`src/rtl/ucs_pkg.sv`:
```
// Shared constants and types of the UART command and status controller.
// Assumes an 8-bit register bus with a 6-bit byte offset.
package ucs_pkg;
    localparam int DW = 8;
    localparam int AW = 6;

    localparam logic [AW-1:0] OFS_MODE = 6'h00;
    localparam logic [AW-1:0] OFS_STAT = 6'h04;
    localparam logic [AW-1:0] OFS_CMD  = 6'h08;
    localparam logic [AW-1:0] OFS_DATA = 6'h0C;
    localparam logic [AW-1:0] OFS_INT  = 6'h14;
    localparam logic [AW-1:0] OFS_FLAG = 6'h1C;

    // Miscellaneous command codes, command bits [6:4]
    typedef enum logic [2:0] {
        MISC_NOP     = 3'd0,
        MISC_PTR_RST = 3'd1,
        MISC_RX_RST  = 3'd2,
        MISC_TX_RST  = 3'd3,
        MISC_ERR_RST = 3'd4,
        MISC_BRK_CLR = 3'd5,
        MISC_BRK_ON  = 3'd6,
        MISC_BRK_OFF = 3'd7
    } misc_cmd_e;

    // Enable-field codes, command bits [3:2] and [1:0]
    typedef enum logic [1:0] {
        EN_KEEP = 2'd0,
        EN_ON   = 2'd1,
        EN_OFF  = 2'd2,
        EN_RSVD = 2'd3
    } en_cmd_e;

    // Decoded one-cycle actions of a command write
    typedef struct packed {
        logic ptr_rst;
        logic rx_rst;
        logic tx_rst;
        logic err_rst;
        logic brk_clr;
        logic tx_on;
        logic tx_off;
        logic rx_on;
        logic rx_off;
        logic illegal;
    } cmd_act_t;
endpackage

```
`src/rtl/ucs_cmd_decode.sv`:
```
// Command decoder: turns one command write into action strobes.
// Purely combinational; actions are valid only in the write cycle.
module ucs_cmd_decode
    import ucs_pkg::*;
(
    input  logic       cmd_we,
    input  logic [6:0] cmd_bits,
    output cmd_act_t   act
);
    misc_cmd_e misc;
    en_cmd_e   txf;
    en_cmd_e   rxf;

    assign misc = misc_cmd_e'(cmd_bits[6:4]);
    assign txf  = en_cmd_e'(cmd_bits[3:2]);
    assign rxf  = en_cmd_e'(cmd_bits[1:0]);

    // Map each field to its strobe, gated by the write
    always_comb begin
        act         = '0;
        act.ptr_rst = cmd_we && (misc == MISC_PTR_RST);
        act.rx_rst  = cmd_we && (misc == MISC_RX_RST);
        act.tx_rst  = cmd_we && (misc == MISC_TX_RST);
        act.err_rst = cmd_we && (misc == MISC_ERR_RST);
        act.brk_clr = cmd_we && (misc == MISC_BRK_CLR);
        act.tx_on   = cmd_we && (txf == EN_ON);
        act.tx_off  = cmd_we && (txf == EN_OFF);
        act.rx_on   = cmd_we && (rxf == EN_ON);
        act.rx_off  = cmd_we && (rxf == EN_OFF);
        act.illegal = cmd_we && ((txf == EN_RSVD) || (rxf == EN_RSVD));
    end
endmodule

```
`src/rtl/ucs_mode_regs.sv`:
```
// Two mode registers behind one offset. A pointer selects which one is
// accessed; it moves to the second after any access and returns only on
// a pointer-reset command. Assumes access and pointer reset never coincide.
module ucs_mode_regs #(
    parameter int DW = 8,
    parameter int RXSEL_BIT = 6
) (
    input  logic          clk,
    input  logic          rst_n,
    input  logic          acc,
    input  logic          we,
    input  logic [DW-1:0] wdata,
    input  logic          ptr_rst,
    output logic [DW-1:0] rd_val,
    output logic          rx_full_sel
);
    logic [1:0][DW-1:0] mr_q;
    logic               ptr_q;

    // Pointer update
    always_ff @(posedge clk) begin
        if (!rst_n)       ptr_q <= 1'b0;
        else if (ptr_rst) ptr_q <= 1'b0;
        else if (acc)     ptr_q <= 1'b1;
    end

    // Register storage, one generate slot per mode register
    for (genvar g = 0; g < 2; g++) begin : g_mr
        always_ff @(posedge clk) begin
            if (!rst_n)                       mr_q[g] <= '0;
            else if (we && (ptr_q == 1'(g)))  mr_q[g] <= wdata;
        end
    end

    assign rd_val      = mr_q[ptr_q];
    assign rx_full_sel = mr_q[0][RXSEL_BIT];

    // Once at the second register, stay until a pointer reset
    assert_ptr_sticky_R2: assert property (@(posedge clk) disable iff (!rst_n)
        (ptr_q && !ptr_rst) |=> ptr_q);
endmodule

```
`src/rtl/ucs_tx_hold.sv`:
```
// Transmit holding byte and transmitter enable. Sends the held byte with
// a one-cycle strobe when enabled, not empty and the transmitter is idle.
// Assumes a buffer load and a transmitter reset never coincide.
module ucs_tx_hold #(
    parameter int DW = 8
) (
    input  logic          clk,
    input  logic          rst_n,
    input  logic          load,
    input  logic [DW-1:0] load_data,
    input  logic          tx_on,
    input  logic          tx_off,
    input  logic          tx_rst,
    input  logic          tx_busy,
    output logic          tx_en,
    output logic          tx_empty,
    output logic          tx_send,
    output logic [DW-1:0] tx_byte
);
    logic          en_q;
    logic          empty_q;
    logic [DW-1:0] hold_q;

    assign tx_send  = en_q && !empty_q && !tx_busy;
    assign tx_en    = en_q;
    assign tx_empty = empty_q;
    assign tx_byte  = hold_q;

    // Enable: field action wins over the reset in the same byte
    always_ff @(posedge clk) begin
        if (!rst_n)                 en_q <= 1'b0;
        else if (tx_on)             en_q <= 1'b1;
        else if (tx_off || tx_rst)  en_q <= 1'b0;
    end

    // Empty flag: a load clears it, a send or reset sets it
    always_ff @(posedge clk) begin
        if (!rst_n)                  empty_q <= 1'b1;
        else if (load)               empty_q <= 1'b0;
        else if (tx_send || tx_rst)  empty_q <= 1'b1;
    end

    // Holding byte capture
    always_ff @(posedge clk) begin
        if (!rst_n)    hold_q <= '0;
        else if (load) hold_q <= load_data;
    end

    assert_send_empties_R3: assert property (@(posedge clk) disable iff (!rst_n)
        (tx_send && !load) |=> tx_empty);
    assert_load_fills_R3: assert property (@(posedge clk) disable iff (!rst_n)
        load |=> !tx_empty);
    assert_off_disables_R4: assert property (@(posedge clk) disable iff (!rst_n)
        (tx_off && !tx_on) |=> !tx_en);
endmodule

```
`src/rtl/ucs_rx_status.sv`:
```
// Receive-side status: receiver enable, FIFO level flags, sticky error
// flags and the delta-break flag. The FIFO itself lives outside.
module ucs_rx_status #(
    parameter int DEPTH = 4,
    parameter int LVL_W = $clog2(DEPTH + 1),
    parameter int NEVT  = 4
) (
    input  logic             clk,
    input  logic             rst_n,
    input  logic [LVL_W-1:0] rx_level,
    input  logic [NEVT-1:0]  rx_evt,
    input  logic             rx_on,
    input  logic             rx_off,
    input  logic             rx_rst,
    input  logic             err_rst,
    input  logic             brk_clr,
    output logic             rx_enabled,
    output logic             rx_accept,
    output logic             rx_ready,
    output logic             rx_full,
    output logic [NEVT-1:0]  err_flags,
    output logic             dbrk,
    output logic             rx_flush
);
    localparam logic [LVL_W-1:0] FULL_LVL = LVL_W'(DEPTH);
    localparam int BRK_IDX = NEVT - 1;

    logic            en_q;
    logic [NEVT-1:0] err_q;
    logic            dbrk_q;

    assign rx_ready   = (rx_level != '0);
    assign rx_full    = (rx_level == FULL_LVL);
    assign rx_enabled = en_q;
    assign rx_accept  = en_q && !rx_full;
    assign err_flags  = err_q;
    assign dbrk       = dbrk_q;
    assign rx_flush   = rx_rst;

    // Receiver enable: field action wins over the reset in the same byte
    always_ff @(posedge clk) begin
        if (!rst_n)                 en_q <= 1'b0;
        else if (rx_on)             en_q <= 1'b1;
        else if (rx_off || rx_rst)  en_q <= 1'b0;
    end

    // Sticky error flags, one per event line; clear wins
    for (genvar g = 0; g < NEVT; g++) begin : g_err
        always_ff @(posedge clk) begin
            if (!rst_n)         err_q[g] <= 1'b0;
            else if (err_rst)   err_q[g] <= 1'b0;
            else if (rx_evt[g]) err_q[g] <= 1'b1;
        end
    end

    // Delta-break flag; clear wins
    always_ff @(posedge clk) begin
        if (!rst_n)               dbrk_q <= 1'b0;
        else if (brk_clr)         dbrk_q <= 1'b0;
        else if (rx_evt[BRK_IDX]) dbrk_q <= 1'b1;
    end

    assert_rxrst_disables_R7: assert property (@(posedge clk) disable iff (!rst_n)
        (rx_rst && !rx_on) |=> !rx_enabled);
    assert_err_clear_wins_R8: assert property (@(posedge clk) disable iff (!rst_n)
        err_rst |=> (err_flags == '0));
    assert_brk_clear_R9: assert property (@(posedge clk) disable iff (!rst_n)
        brk_clr |=> !dbrk);
endmodule

```
`src/rtl/ucs_top.sv`:
```
// UART command and status controller top: register bus decode, read mux,
// interrupt status, mask, illegal-command flag and interrupt output.
// Assumes single-cycle strobes and never both read and write at once.
module ucs_top
    import ucs_pkg::*;
#(
    parameter int DEPTH = 4,
    parameter int LVL_W = $clog2(DEPTH + 1)
) (
    input  logic             clk,
    input  logic             rst_n,
    input  logic [AW-1:0]    bus_addr,
    input  logic             bus_wr,
    input  logic             bus_rd,
    input  logic [DW-1:0]    bus_wdata,
    output logic [DW-1:0]    bus_rdata,
    input  logic             tx_busy,
    output logic             tx_send,
    output logic [DW-1:0]    tx_byte,
    input  logic [LVL_W-1:0] rx_level,
    input  logic [DW-1:0]    rx_data,
    input  logic [3:0]       rx_evt,
    output logic             rx_pop,
    output logic             rx_flush,
    output logic             rx_accept,
    output logic             irq
);
    cmd_act_t      act;
    logic          mode_acc, mode_we, cmd_we, data_we, mask_we;
    logic [DW-1:0] mode_val;
    logic          rx_full_sel;
    logic          tx_en, tx_empty;
    logic          rx_enabled, rx_ready, rx_full, dbrk;
    logic [3:0]    err_flags;
    logic [DW-1:0] status, isr;
    logic [DW-1:0] mask_q;
    logic          illegal_q;

    // Address decode of the strobes
    assign mode_acc = (bus_wr || bus_rd) && (bus_addr == OFS_MODE);
    assign mode_we  = bus_wr && (bus_addr == OFS_MODE);
    assign cmd_we   = bus_wr && (bus_addr == OFS_CMD);
    assign data_we  = bus_wr && (bus_addr == OFS_DATA);
    assign mask_we  = bus_wr && (bus_addr == OFS_INT);
    assign rx_pop   = bus_rd && (bus_addr == OFS_DATA) && rx_ready;

    ucs_cmd_decode u_dec (
        .cmd_we   (cmd_we),
        .cmd_bits (bus_wdata[6:0]),
        .act      (act)
    );

    ucs_mode_regs #(.DW(DW), .RXSEL_BIT(6)) u_mode (
        .clk         (clk),
        .rst_n       (rst_n),
        .acc         (mode_acc),
        .we          (mode_we),
        .wdata       (bus_wdata),
        .ptr_rst     (act.ptr_rst),
        .rd_val      (mode_val),
        .rx_full_sel (rx_full_sel)
    );

    ucs_tx_hold #(.DW(DW)) u_tx (
        .clk       (clk),
        .rst_n     (rst_n),
        .load      (data_we),
        .load_data (bus_wdata),
        .tx_on     (act.tx_on),
        .tx_off    (act.tx_off),
        .tx_rst    (act.tx_rst),
        .tx_busy   (tx_busy),
        .tx_en     (tx_en),
        .tx_empty  (tx_empty),
        .tx_send   (tx_send),
        .tx_byte   (tx_byte)
    );

    ucs_rx_status #(.DEPTH(DEPTH), .LVL_W(LVL_W), .NEVT(4)) u_rx (
        .clk        (clk),
        .rst_n      (rst_n),
        .rx_level   (rx_level),
        .rx_evt     (rx_evt),
        .rx_on      (act.rx_on),
        .rx_off     (act.rx_off),
        .rx_rst     (act.rx_rst),
        .err_rst    (act.err_rst),
        .brk_clr    (act.brk_clr),
        .rx_enabled (rx_enabled),
        .rx_accept  (rx_accept),
        .rx_ready   (rx_ready),
        .rx_full    (rx_full),
        .err_flags  (err_flags),
        .dbrk       (dbrk),
        .rx_flush   (rx_flush)
    );

    // Status and interrupt status assembly
    assign status = {err_flags, tx_empty, tx_en, rx_full, rx_ready};
    assign isr    = {5'b0, dbrk, (rx_full_sel ? rx_full : rx_ready), tx_en};
    assign irq    = |(isr & mask_q);

    // Interrupt mask register
    always_ff @(posedge clk) begin
        if (!rst_n)       mask_q <= '0;
        else if (mask_we) mask_q <= bus_wdata;
    end

    // Sticky illegal-command flag, cleared by the error-reset command
    always_ff @(posedge clk) begin
        if (!rst_n)           illegal_q <= 1'b0;
        else if (act.err_rst) illegal_q <= 1'b0;
        else if (act.illegal) illegal_q <= 1'b1;
    end

    // Registered read data mux
    always_ff @(posedge clk) begin
        if (!rst_n) bus_rdata <= '0;
        else if (bus_rd) begin
            case (bus_addr)
                OFS_MODE: bus_rdata <= mode_val;
                OFS_STAT: bus_rdata <= status;
                OFS_DATA: bus_rdata <= rx_data;
                OFS_INT:  bus_rdata <= isr;
                OFS_FLAG: bus_rdata <= {7'b0, illegal_q};
                default:  bus_rdata <= '0;
            endcase
        end
    end

    assert_rsvd_tx_keeps_R11: assert property (@(posedge clk) disable iff (!rst_n)
        (cmd_we && bus_wdata[3:2] == 2'd3 && bus_wdata[6:4] != 3'd3) |=> $stable(tx_en));
    assert_rsvd_flags_R11: assert property (@(posedge clk) disable iff (!rst_n)
        (act.illegal && !act.err_rst) |=> illegal_q);
    assert_no_pop_empty_R6: assert property (@(posedge clk) disable iff (!rst_n)
        rx_pop |-> (rx_level != '0));
endmodule

```
`config.mk`:
```
export PLATFORM = sky130hd
export DESIGN_NAME = ucs_top
export DESIGN_NICKNAME = d
export VERILOG_FILES = /design/src/rtl/ucs_pkg.sv /design/src/rtl/ucs_cmd_decode.sv /design/src/rtl/ucs_mode_regs.sv /design/src/rtl/ucs_tx_hold.sv /design/src/rtl/ucs_rx_status.sv /design/src/rtl/ucs_top.sv
export SDC_FILE = /design/constraint.sdc
export NUM_CORES = 1
export LEC_CHECK = 0
export ABC_AREA = 0
export BUFFER_PORTS_ARGS = -buffer_cell sky130_fd_sc_hd__buf_2
export CAP_MARGIN = 20
export CORE_MARGIN = 2
export CORE_UTILIZATION = 50
export CTS_BUF_LIST = sky130_fd_sc_hd__clkbuf_16
export DETAILED_ROUTE_END_ITERATION = 8
export PLACE_DENSITY = 0.75
export SETUP_SLACK_MARGIN = 0.2
export SLEW_MARGIN = 20
export SYNTH_ARGS = -nofsm -noshare
export SYNTH_HDL_FRONTEND = slang
export SYNTH_SLANG_ARGS = --single-unit
```
`constraint.sdc`:
```
create_clock -name clk -period 2.1 [get_ports clk]
set_clock_uncertainty 0.2 [all_clocks]
set_input_delay 0.105 -clock clk [delete_from_list [all_inputs] [get_ports clk]]
set_output_delay 0.105 -clock clk [all_outputs]
set_load 0.05 [all_outputs]
```
# Yosys cells after proc, flatten, opt, wreduce, memory -nomap -nowiden
# Index checks and enable logic that the tools add are counted.
dict set report word_totals {
  regBits 50
  in_bits 34
  out_inout_bits 21
}
dict set report classes {
  n_lt_le_gt_ge 1
  n_eq_ne 17
  n_mux 10
  bitwise 3
  n_reduce_logical 39
}
# op count
set op_table {}
lappend op_table {{$pmux 8 s5} 1}
lappend op_table {{$logic_and 1x1->1} 22}
lappend op_table {{$mux 8} 2}
lappend op_table {{$eq 6x4->1 const B} 2}
lappend op_table {{$eq 6x5->1 const B} 2}
lappend op_table {{$eq 3x3->1 const B} 3}
lappend op_table {{$and 3x8->8} 1}
lappend op_table {{$eq 2x2->1 const B} 4}
lappend op_table {{$reduce_or 8->1} 1}
lappend op_table {{$mux 1} 7}
lappend op_table {{$eq 3x2->1 const B} 2}
lappend op_table {{$eq 6x3->1 const B} 1}
lappend op_table {{$logic_not 6->1} 1}
lappend op_table {{$reduce_bool 2->1} 3}
lappend op_table {{$reduce_or 2->1} 3}
lappend op_table {{$logic_or 1x1->1} 5}
lappend op_table {{$eq 2x1->1 const B} 2}
lappend op_table {{$eq 3x1->1 const B} 1}
lappend op_table {{$logic_not 1->1} 3}
lappend op_table {{$reduce_bool 3->1} 1}
lappend op_table {{$lt 1x2->1 const B} 1}
lappend op_table {{$not 1->1} 2}

# Logic depth before layout (Yosys ltp)
# Gate-level depths: netlist (run 1).
dict set report logic_depth {
  word_depth 6
  depth_mapped 6
}

# Modules after synthesis
# From an unflattened synthesis (run 1), not the netlist that was laid out.
dict set report hier_totals {
  hier_cells 236
  area_unflattened_um2 2278.4
}
# mod n_inst cells_per_inst area_each_um2
set modules_own_cells {}
lappend modules_own_cells {ucs_top 1 90 820.8}
lappend modules_own_cells {ucs_mode_regs 1 75 749.5}
lappend modules_own_cells {ucs_tx_hold 1 34 379.1}
lappend modules_own_cells {ucs_rx_status 1 23 215.2}
lappend modules_own_cells {ucs_cmd_decode 1 14 113.9}

# Worst setup path after synthesis (run 1)
# Ideal clock, no wire load.
dict set report synth_timing {
  kind {register -> output}
  from {register u_tx.en_q (netlist: u_tx.tx_en)}
  to {output port tx_send}
  arrival_ns 1.561
  slack_ns 0.234
  path_stages_with_launch 2
  path_buffers 0
  cell_sequence {dfxtp_1 > nor3b_1}
}
dict set report synth_via {
  elab_chain_len 2
}
# item line_no
set synth_lines {}
lappend synth_lines {{from (decl)} ucs_tx_hold.sv:20} ;# logic en_q;
lappend synth_lines {{from (signal assigned)} ucs_tx_hold.sv:31} ;# if (!rst_n) en_q <= 1'b0;
lappend synth_lines {{from (signal assigned)} ucs_tx_hold.sv:32} ;# else if (tx_on) en_q <= 1'b1;
lappend synth_lines {{from (signal assigned)} ucs_tx_hold.sv:33} ;# else if (tx_off || tx_rst) en_q <= 1'b0;
lappend synth_lines {{$logic_and 1x1->1 (2 in series)} ucs_tx_hold.sv:24} ;# assign tx_send = en_q && !empty_q && !tx_busy;
lappend synth_lines {{to (decl)} ucs_top.sv:18} ;# output logic tx_send,
# No other way between the ends.

# Worst setup path after layout (run 1)
dict set report layout_timing {
  from {register u_mode.ptr_q}
  to {register bus_rdata[4]}
}
dict set report layout_via {
  elab_chain_len 3
}
# item line_no
set layout_lines {}
lappend layout_lines {{from (decl)} ucs_mode_regs.sv:18} ;# logic ptr_q;
lappend layout_lines {{from (signal assigned)} ucs_mode_regs.sv:22} ;# if (!rst_n) ptr_q <= 1'b0;
lappend layout_lines {{from (signal assigned)} ucs_mode_regs.sv:23} ;# else if (ptr_rst) ptr_q <= 1'b0;
lappend layout_lines {{from (signal assigned)} ucs_mode_regs.sv:24} ;# else if (acc) ptr_q <= 1'b1;
lappend layout_lines {{$mux 8 (not written as such) (2 in series)} ucs_mode_regs.sv:35} ;# assign rd_val = mr_q[ptr_q];
lappend layout_lines {{$pmux 8 s5} ucs_top.sv:120} ;# case (bus_addr)
lappend layout_lines {{to (signal assigned)} ucs_top.sv:121} ;# OFS_MODE: bus_rdata <= mode_val;
lappend layout_lines {{to (signal assigned)} ucs_top.sv:122} ;# OFS_STAT: bus_rdata <= status;
lappend layout_lines {{to (signal assigned)} ucs_top.sv:123} ;# OFS_DATA: bus_rdata <= rx_data;
lappend layout_lines {{to (decl)} ucs_top.sv:16} ;# output logic [DW-1:0] bus_rdata,
# No other way between the ends. The select of a mux whose other input is x is not followed.
# A chain may end at the register's enable or synchronous reset.

==> metrics.md, run 1 <==
| Metric | Value |
|---|---|
| Outcome | `finished clean` |
| Clk sinks | `45` |
| Met2 global-route usage | `0.390` |
| Slew Viols, Final | `0` |
| Post-synthesis adder-cell area fraction | `0` |
| Power per Cell Area | `655 nW/um^2` |
| Initial cell density of the core | `0.513` |
| Fill cells | `332` |
| Vias | `1984` |
| Final #Nets | `341` |
| XOR/XNOR Fraction of Synth Area | `0` |
| HP Start | `bus_addr[5]` |
| Die Area | `4600 sq um` |
| Post-CTS setup repair buffer count | `0` |
| Critical Setup Path Class | `reg2reg` |
| Setup TNS after final layout | `0 ns` |
| F_max | `577 MHz` |
| Total placed cells including tap cells | `326` |
| Post-synthesis mux area share | `0.128` |
| Final setup viols | `0` |
| Worst reg2reg path endpoint | `bus_rdata[4]` |
| RD Place Congestion | `0.884` |
| Unrepaired setup endpoints after global routing | `no` |
| Max VDD drop | `515 uV` |
| Largest net degree at the start of global routing | `33` |
| Number of global-route vias before repair | `1793` |
| IO Port Bufs | `54` |
| Crit. End Element | `flop` |
| WHS Endpoint | `bus_rdata[2]` |
| Register area | `901 sq um` |
| Reg-to-Reg Start | `u_mode.ptr_q` |
| Synth Net Count | `265` |
| Cells on worst reg2reg path | `4` |
| H-tree depth | `2` |
| Antenna violations before repair | `0` |
| Share of cells above drive strength 1 | `0.254` |
| Initial drt markers | `139` |
| Clk buf depth | `2` |
| Max cap viols | `0` |
| Height of the die | `67.8 um` |
| WL final | `5360 um` |
| Crit Path Max Fanout | `11` |
| Yosys cell types | `37` |
| Per-cell routed wire length | `15.0 um` |
| DRC Markers | `0` |
| Ant diodes | `0` |
| Type of the tightest min-delay check | `in2reg` |
| Syn_area_per_cell | `8.82 sq um` |
| Max_slew headroom | `0.664` |
| Synth Cell Area | `2040 sq um` |
| Synthesized flop and latch total | `45` |
| Critical Path RT | `2.08 ns` |
| Critical path arrival | `1.71 ns` |
| Multi-input logic area | `1070 sq um` |
| Clock transition at path regs | `0.06 ns` |
| Met1 Use GR | `0.327` |
| CTS Buf Count | `5` |
| Core Box Area | `3970 sq um` |
| IO Pins | `55` |
| Global-route wire length before repair | `8410 um` |
| Gr ovfl total | `0` |
| Crit start category | `flop` |
| Tmin final | `1.73 ns` |
| Antenna Nets Post-Route | `0` |
| CTS tree | `built` |
| Tcrit/Tclk final | `0.825` |
| Worst R2R Setup Slack | `0.37 ns` |
| Syn. warnings | `0` |
| Gr usage total | `0.248` |
| Gr busiest metal | `met2` |
| Drt first pass iters | `4` |
| Die width | `67.8 um` |
| Area growth syn-to-layout | `33.7%` |
| Clk root buf | `clkbuf_16` |
| GR met3 Demand/Resource | `0.0674` |
| Fin cells | `357` |
| Synth Instances | `231` |
| DR vias/cell | `5.56` |
| Slew @ Worst Pin | `0.503 ns` |
| Post-synthesis simple-gate area fraction | `0.211` |
| Row count | `23` |
| Post-synthesis compound-gate area fraction | `0.185` |
| DP Wirelength | `3720 um` |
| Leakage Power | `1.22 nW` |
| Number of failing hold endpoints at the final stage | `0` |
| Largest family of logic cells by synthesized area | `simple AND/OR/NAND/NOR gates` |
| Clock Latency Late Sink | `0.28 ns` |
| Seq/Total Area, Yosys | `0.442` |
| Hold Path Depth | `4` |
[through the flow]
| stage | setup slack (ns) | cell area, sq um | utilization | hold WS (ns) | power (mW) |
|---|---|---|---|---|---|
| after floorplan | 0.234 | 2040 | - | 0.00619 | 0.980 |
| after global placement | 0.401 | 2350 | 0.591 | 0.115 | 1.05 |
| after detailed placement | 0.346 | 2350 | 0.591 | 0.117 | 1.05 |
| after CTS | 0.346 | 2720 | 0.685 | 0.0300 | 1.81 |
| after global routing | 0.260 | 2730 | 0.686 | 0.0711 | 1.86 |
| final | 0.367 | 2730 | 0.686 | 0.0298 | 1.78 |
[layout by cell type (no fill, tap or decap), types with 2 or more instances in the layout]
cell type,Yosys,final
mux2_2,9,9
buf_4,0,4
nand3_2,1,2
o21ai_0,29,29
inv_1,4,5
a22o_1,6,6
a22oi_1,2,2
nand4_1,4,4
clkbuf_16,0,5
nor2_1,25,25
dlygate4sd3_1,0,24
a32oi_1,2,2
a31oi_1,5,5
a21oi_1,4,4
nor2b_1,2,2
nand2_1,22,22
dfxtp_1,45,45
nand3_1,21,20
and2_1,3,3
a21o_1,2,2
mux2i_1,16,16
buf_2,4,54
[registers in the layout, summed over array words and instances, names as in the netlist]
register,count
mask_q,3
u_mode.ptr_q,1
u_tx.tx_byte,8
u_rx.dbrk,1
u_tx.tx_empty,1
u_mode.rx_full_sel,1
u_rx.rx_enabled,1
illegal_q,1
bus_rdata,8
u_rx.err_flags,4
u_tx.tx_en,1
u_mode.mr_q,15
[cell usage after synthesis]
library cell	instances	area share
a21o_1	2	0.0074
nand3b_1	1	0.0037
a31oi_1	5	0.015
nand3_2	1	0.0049
a41oi_1	1	0.0043
mux2i_1	16	0.079
nand2_1	22	0.041
nand4b_1	1	0.0043
nand4_1	4	0.012
o41ai_4	1	0.014
nand3_1	21	0.052
a32oi_1	2	0.0086
buf_2	4	0.0098
and2_1	3	0.0092
a21oi_1	4	0.0098
o31ai_1	1	0.0037
or4_1	1	0.0037
nor3_1	1	0.0025
nor2_1	25	0.046
or3b_2	1	0.0043
o211ai_1	1	0.0037
o21ai_0	29	0.071
nor2b_1	2	0.0061
buf_1	1	0.0018
and3_1	1	0.0031
o311a_1	1	0.0049
a22oi_1	2	0.0074
nor4_4	1	0.010
inv_1	4	0.0074
a22o_1	6	0.026
mux2_2	9	0.050
nor3b_1	1	0.0037
dfxtp_1	45	0.44
o32ai_1	1	0.0043
o211a_1	1	0.0049
clkbuf_1	8	0.015
nor3_2	1	0.0049
[power breakdown]
part	total, mW	switching, mW	internal [mW]
registers	0.874	0.00799	0.866
logic	0.195	0.111	0.0838
clock network	0.715	0.290	0.425
total	1.78	0.409	1.37
[worst max-delay path by stage]
stage	cells past startpoint	slack, ns	to	start
after floorplan	1	0.23	tx_send	u_tx.tx_en
after global placement	4	0.40	bus_rdata[7]	u_mode.ptr_q
after detailed placement	4	0.35	bus_rdata[4]	u_mode.ptr_q
after CTS	4	0.35	bus_rdata[4]	u_mode.ptr_q
after global routing	6	0.26	u_tx.tx_byte[7]	bus_addr[2]
final	4	0.37	bus_rdata[4]	u_mode.ptr_q
[final cells by class]
cell class                 count  area share
inverter                       4     0.00551
timing repair buffer          82       0.198
sequential                    45       0.331
multi-input combinational    169       0.394
clock buffer                   5      0.0459
tap                           50      0.0230
clock inverter                 2     0.00275
[what timing repair did]
action                                  4_1_cts  5_1_grt
endpoints found under the setup margin        0        1
gates resized for setup                       0        1
hold endpoints to repair                     41        0
hold buffers                                 24        0
[kinds of logic (layout without fill, tap and decap cells)]
group / after synthesis / count (layout)
buf+inv: 17 / 93
flops: 45 / 45
simple gates: 87 / 87
mux: 25 / 25
compound gates: 57 / 57
[routing by layer]
layer | part of all wire | vias to the layer above
met5 | 0 | -
met4 | 0.020 | 0
met3 | 0.071 | 14
met2 | 0.47 | 77
met1 | 0.43 | 908
li1 | - | 985
[worst max-delay path, stage by stage, from the launching register on]
cell and delay [ns]:
dfxtp_1 0.59, mux2_2 0.40, mux2i_1 0.14, o21ai_0 0.10, a22o_1 0.20
Power figures use the tool's default switching activity.
==> inputs of run 2 (changes only) <==
--- a/config.mk
+++ b/config.mk
@@ -5,14 +5,14 @@
 export SDC_FILE = /design/constraint.sdc
 export NUM_CORES = 1
 export LEC_CHECK = 0
-export ABC_AREA = 0
+export ABC_AREA = 1
 export BUFFER_PORTS_ARGS = -buffer_cell sky130_fd_sc_hd__buf_2
 export CAP_MARGIN = 20
 export CORE_MARGIN = 2
 export CORE_UTILIZATION = 50
 export CTS_BUF_LIST = sky130_fd_sc_hd__clkbuf_16
 export DETAILED_ROUTE_END_ITERATION = 8
-export PLACE_DENSITY = 0.75
+export PLACE_DENSITY = 0.74
 export SETUP_SLACK_MARGIN = 0.2
 export SLEW_MARGIN = 20
 export SYNTH_ARGS = -nofsm -noshare
==> constraint.sdc (replaced) <==
create_clock -name clk -period 1.7 [get_ports clk]
set_clock_uncertainty 0.2 [all_clocks]
set_input_delay 0.085 -clock clk [delete_from_list [all_inputs] [get_ports clk]]
set_output_delay 0.085 -clock clk [all_outputs]
set_load 0.05 [all_outputs]
==> run 2 against run 1 <==
  * Register-to-register slack worse by 0.02 ns
  * Flip-flop and latch count unchanged
  * Cell count up 25%
  * Largest power group unchanged
  * Via count up 18%
  * Worst setup slack worse by 0.15 ns
  * Routed wire length up 9.1%
  * Synthesized cell count up 36%
  * Clock-buffer cell count unchanged
  * Core utilization down 0.55 points
  * Sequential share of layout area down 2.2 points
  * Clock power up 29%
==> metrics.md, run 2 <==
| Metric | Value |
|---|---|
| Top-area cell type share of the netlist area | `0.411 (was 0.442)` |
| CTS Buf Count | `5 (unchanged)` |
| Post-synthesis adder-cell area fraction | `0 (unchanged)` |
| Outcome | `finished clean (unchanged)` |
| Yosys cell types | `32 (was 37)` |
| Die Area | `4930 sq um (was 4600 sq um)` |
| FFs w/ async S/R, synth | `0 (unchanged)` |
| Largest family of logic cells by synthesized area | `simple AND/OR/NAND/NOR gates (unchanged)` |
| Max cap viols | `0 (unchanged)` |
| Area growth syn-to-layout | `33.3% (was 33.7%)` |
| Worst R2R Setup Slack | `0.35 ns (was 0.37 ns)` |
| Number of failing hold endpoints at the final stage | `0 (unchanged)` |
| CTS tree | `built (unchanged)` |
| Worst reg2reg path endpoint | `u_mode.mr_q[13] (was bus_rdata[4])` |
| Antenna Nets Post-Route | `0 (unchanged)` |
| Row count | `24 (was 23)` |
| Vias | `2332 (was 1984)` |
| Clock transition at path regs | `0.06 ns (about the same)` |
| Ranking of synthesized cells by area | `dfxtp_1 41%, nand2_1 12%, nor2_1 10% (was dfxtp_1 44%, mux2i_1 7.9%, o21ai_0 7.1%)` |
| Syn. warnings | `0 (unchanged)` |
| WHS Endpoint | `bus_rdata[4] (was bus_rdata[2])` |
| XOR/XNOR Fraction of Synth Area | `0 (unchanged)` |
| Gr usage total | `0.243 (was 0.248)` |
| Design Power | `2.27 mW (was 1.78 mW)` |
| Final WS setup | `0.219 ns (was 0.367 ns)` |
| Post-synthesis mux area share | `0 (was 0.128)` |
| Crit. End Element | `output port (was flop)` |
| Critical Setup Path Class | `reg2out (was reg2reg)` |
| Cells on worst reg2reg path | `5 (was 4)` |
| Global-route wire length before repair | `9340 um (was 8410 um)` |
| Synthesized flop and latch total | `45 (unchanged)` |
| Fill cells | `380 (was 332)` |
| Clk root buf | `clkbuf_16 (unchanged)` |
| Post-synthesis compound-gate area fraction | `0.138 (was 0.185)` |
| Power per Cell Area | `777 nW/um^2 (was 655 nW/um^2)` |
| EDFF count, synth | `0 (unchanged)` |
| Tcrit/Tclk final | `0.871` |
| Syn_area_per_cell | `6.96 sq um (was 8.82 sq um)` |
| IO Port Bufs | `54 (unchanged)` |
| Max reg flops | `15 (unchanged)` |
| Setup TNS after final layout | `0 ns (unchanged)` |
| Reg-to-Reg Start | `u_mode.ptr_q (unchanged)` |
| Placement Cell Area | `2510 sq um (was 2350 sq um)` |
| Post-route cell area | `2920 sq um (was 2730 sq um)` |
| Commonest cells in the netlist | `72 x nand2_1, 60 x nor2_1, 45 x dfxtp_1 (was 45 x dfxtp_1, 29 x o21ai_0, 25 x nor2_1)` |
| Tmin final | `1.48 ns` |
| IO Pins | `55 (unchanged)` |
| RD Place Congestion | `0.851 (was 0.884)` |
| Type of the tightest min-delay check | `in2reg (unchanged)` |
| Unrepaired setup endpoints after global routing | `no (unchanged)` |
| Final setup viols | `0 (unchanged)` |
| Leakage Power | `1.31 nW (was 1.22 nW)` |
| Die width | `70.2 um (was 67.8 um)` |
| HP Start | `rx_data[4] (was bus_addr[5])` |
| Drt first pass iters | `4 (unchanged)` |
| Top-count cell post-synth | `nand2_1 (was dfxtp_1)` |
| End-of-flow core utilization | `0.681 (was 0.686)` |
| Crit Path Max Fanout | `3 (was 11)` |
| F_max | `675 MHz` |
| Post-synthesis cell type with the largest combined area | `dfxtp_1 (unchanged)` |
| Initial drt markers | `123 (was 139)` |
| Crit start category | `flop (unchanged)` |
| Dpl ws | `0.169 ns (was 0.346 ns)` |
| Clk sinks | `45 (unchanged)` |
| Seq/Total Area, Yosys | `0.411 (was 0.442)` |
| Slew Viols, Final | `0 (unchanged)` |
| Core Box Area | `4290 sq um (was 3970 sq um)` |
| Share of cells above drive strength 1 | `0.245 (was 0.254)` |
| Synth Instances | `315 (was 231)` |
| Height of the die | `70.2 um (was 67.8 um)` |
| Max VDD drop | `485 uV (was 515 uV)` |
| Synth Flop Type | `dfxtp_1 (unchanged)` |
| Hold Path Depth | `5 (was 4)` |
| Slew @ Worst Pin | `0.419 ns (was 0.503 ns)` |
| Multi-input logic area | `1160 sq um (was 1070 sq um)` |
| Synth Cell Area | `2190 sq um (was 2040 sq um)` |
| Post-synthesis simple-gate area fraction | `0.373 (was 0.211)` |
| Antenna violations before repair | `0 (unchanged)` |
| Clock Latency Late Sink | `0.29 ns (was 0.28 ns)` |
| Critical Path RT | `1.41 ns (was 2.08 ns)` |
| DP Wirelength | `4000 um (was 3720 um)` |
| Largest register by flop count | `u_mode.mr_q (unchanged)` |
| Largest net degree at the start of global routing | `21 (was 33)` |
| DR vias/cell | `5.21 (was 5.56)` |
| Gr ovfl total | `0 (unchanged)` |
| Initial cell density of the core | `0.511 (was 0.513)` |
| WL final | `5850 um (was 5360 um)` |
| Number of global-route vias before repair | `1986 (was 1793)` |
| Most common cell after layout, fill and taps aside | `nand2_1 (was buf_2)` |
| Clk buf depth | `2 (unchanged)` |
| Final #Nets | `429 (was 341)` |
| DRC Markers | `0 (unchanged)` |
| Register area | `903 sq um (was 901 sq um)` |
| Most frequent cells in the layout | `71 x nand2_1, 59 x nor2_1, 52 x buf_2, 43 x dfxtp_1, 28 x o21ai_0 (was 54 x buf_2, 45 x dfxtp_1, 29 x o21ai_0, 25 x nor2_1, 24 x dlygate4sd3_1)` |
| Ant diodes | `0 (unchanged)` |
| H-tree depth | `2 (unchanged)` |
| Synth Net Count | `349 (was 265)` |
| Per-cell routed wire length | `13.1 um (was 15.0 um)` |
| Critical path arrival | `1.20 ns (was 1.71 ns)` |
| Max_slew headroom | `0.718 (was 0.664)` |
[run 2: cell count changes in the layout (fill, tap and decap cells not counted), sizes merged, moves of 4 or more]
| cell | change |
|---|---|
| mux2 | -9 |
| o21ai | +4 |
| buf | +4 |
| mux2i | -16 |
| nand2 | +52 |
| a22o | -6 |
| inv | +18 |
| nand4 | +7 |
| a31oi | -5 |
| nor2 | +41 |
| clkinv | +5 |
| a21oi | +16 |
[run 2: worst max path at each step]
stage	startpoint	endpoint	slack, ns	depth (start not counted)
final	u_mode.rx_full_sel	irq	0.22	4
after global placement	bus_addr[1]	u_mode.mr_q[15]	0.24	8
after global routing	bus_addr[5]	rx_flush	0.18	7
after CTS	bus_addr[5]	rx_flush	0.24	7
after floorplan	bus_addr[5]	rx_flush	0.03	5
after detailed placement	bus_addr[5]	u_rx.err_flags[3]	0.17	7
[run 2: repair_timing]
action                                  in CTS  in global routing
gates cloned                                 0                  0
resized for setup                            4                  8
endpoints found under the setup margin       3                  2
hold buffers                                22                  0
buffers inserted                             0                  3
pin swaps                                    0                  5
hold endpoints to repair                    41                  0
[run 2: worst max-delay path, stage by stage, from the launching register on]
cell and delay, ns:
dfxtp_2 0.34, a21oi_2 0.15, nand2_1 0.08, o211ai_1 0.11
buf_4 0.24
[run 2: layout make-up]
cell class / count / area share
clock buffers: 5 / 0.0428
clock inverters: 3 / 0.00428
inverters: 26 / 0.0360
multi-input cells: 233 / 0.396
flip-flops and latches: 45 / 0.309
well taps: 52 / 0.0223
repair buffers: 84 / 0.190
[run 2: logic make-up (layout without fill, tap and decap cells)]
logic type             after synthesis  after routing
flip-flops                          45             45
AO/OA/AOI/OAI                       56             56
AND/OR/NAND/NOR                    177            177
buffers and inverters               37            118
[run 2: layer usage]
| metal | part of all wire | GRT usage | vias up |
|---|---|---|---|
| met3 | 0.072 | 0.0635 | 14 |
| met2 | 0.47 | 0.376 | 91 |
| li1 | - | - | 1190 |
| met5 | 0 | 0 | - |
| met1 | 0.43 | 0.311 | 1037 |
| met4 | 0.030 | 0.124 | 0 |
[run 2: per-stage QoR]
| step | instances | hold slack (ns) |
|---|---|---|
| 2_1_floorplan | 315 | 0.0144 |
| 3_3_place_gp | 415 | 0.104 |
| 3_5_place_dp | 415 | 0.113 |
| 4_1_cts | 445 | 0.000963 |
| 5_1_grt | 448 | 0.0204 |
| 6_report | 448 | 0.00717 |
[run 2: power by group]
part           leakage [nW]  switching (mW)  internal (mW)
registers             0.366         0.00860           1.07
clock network        0.0687           0.391          0.532
logic                 0.880           0.161          0.108
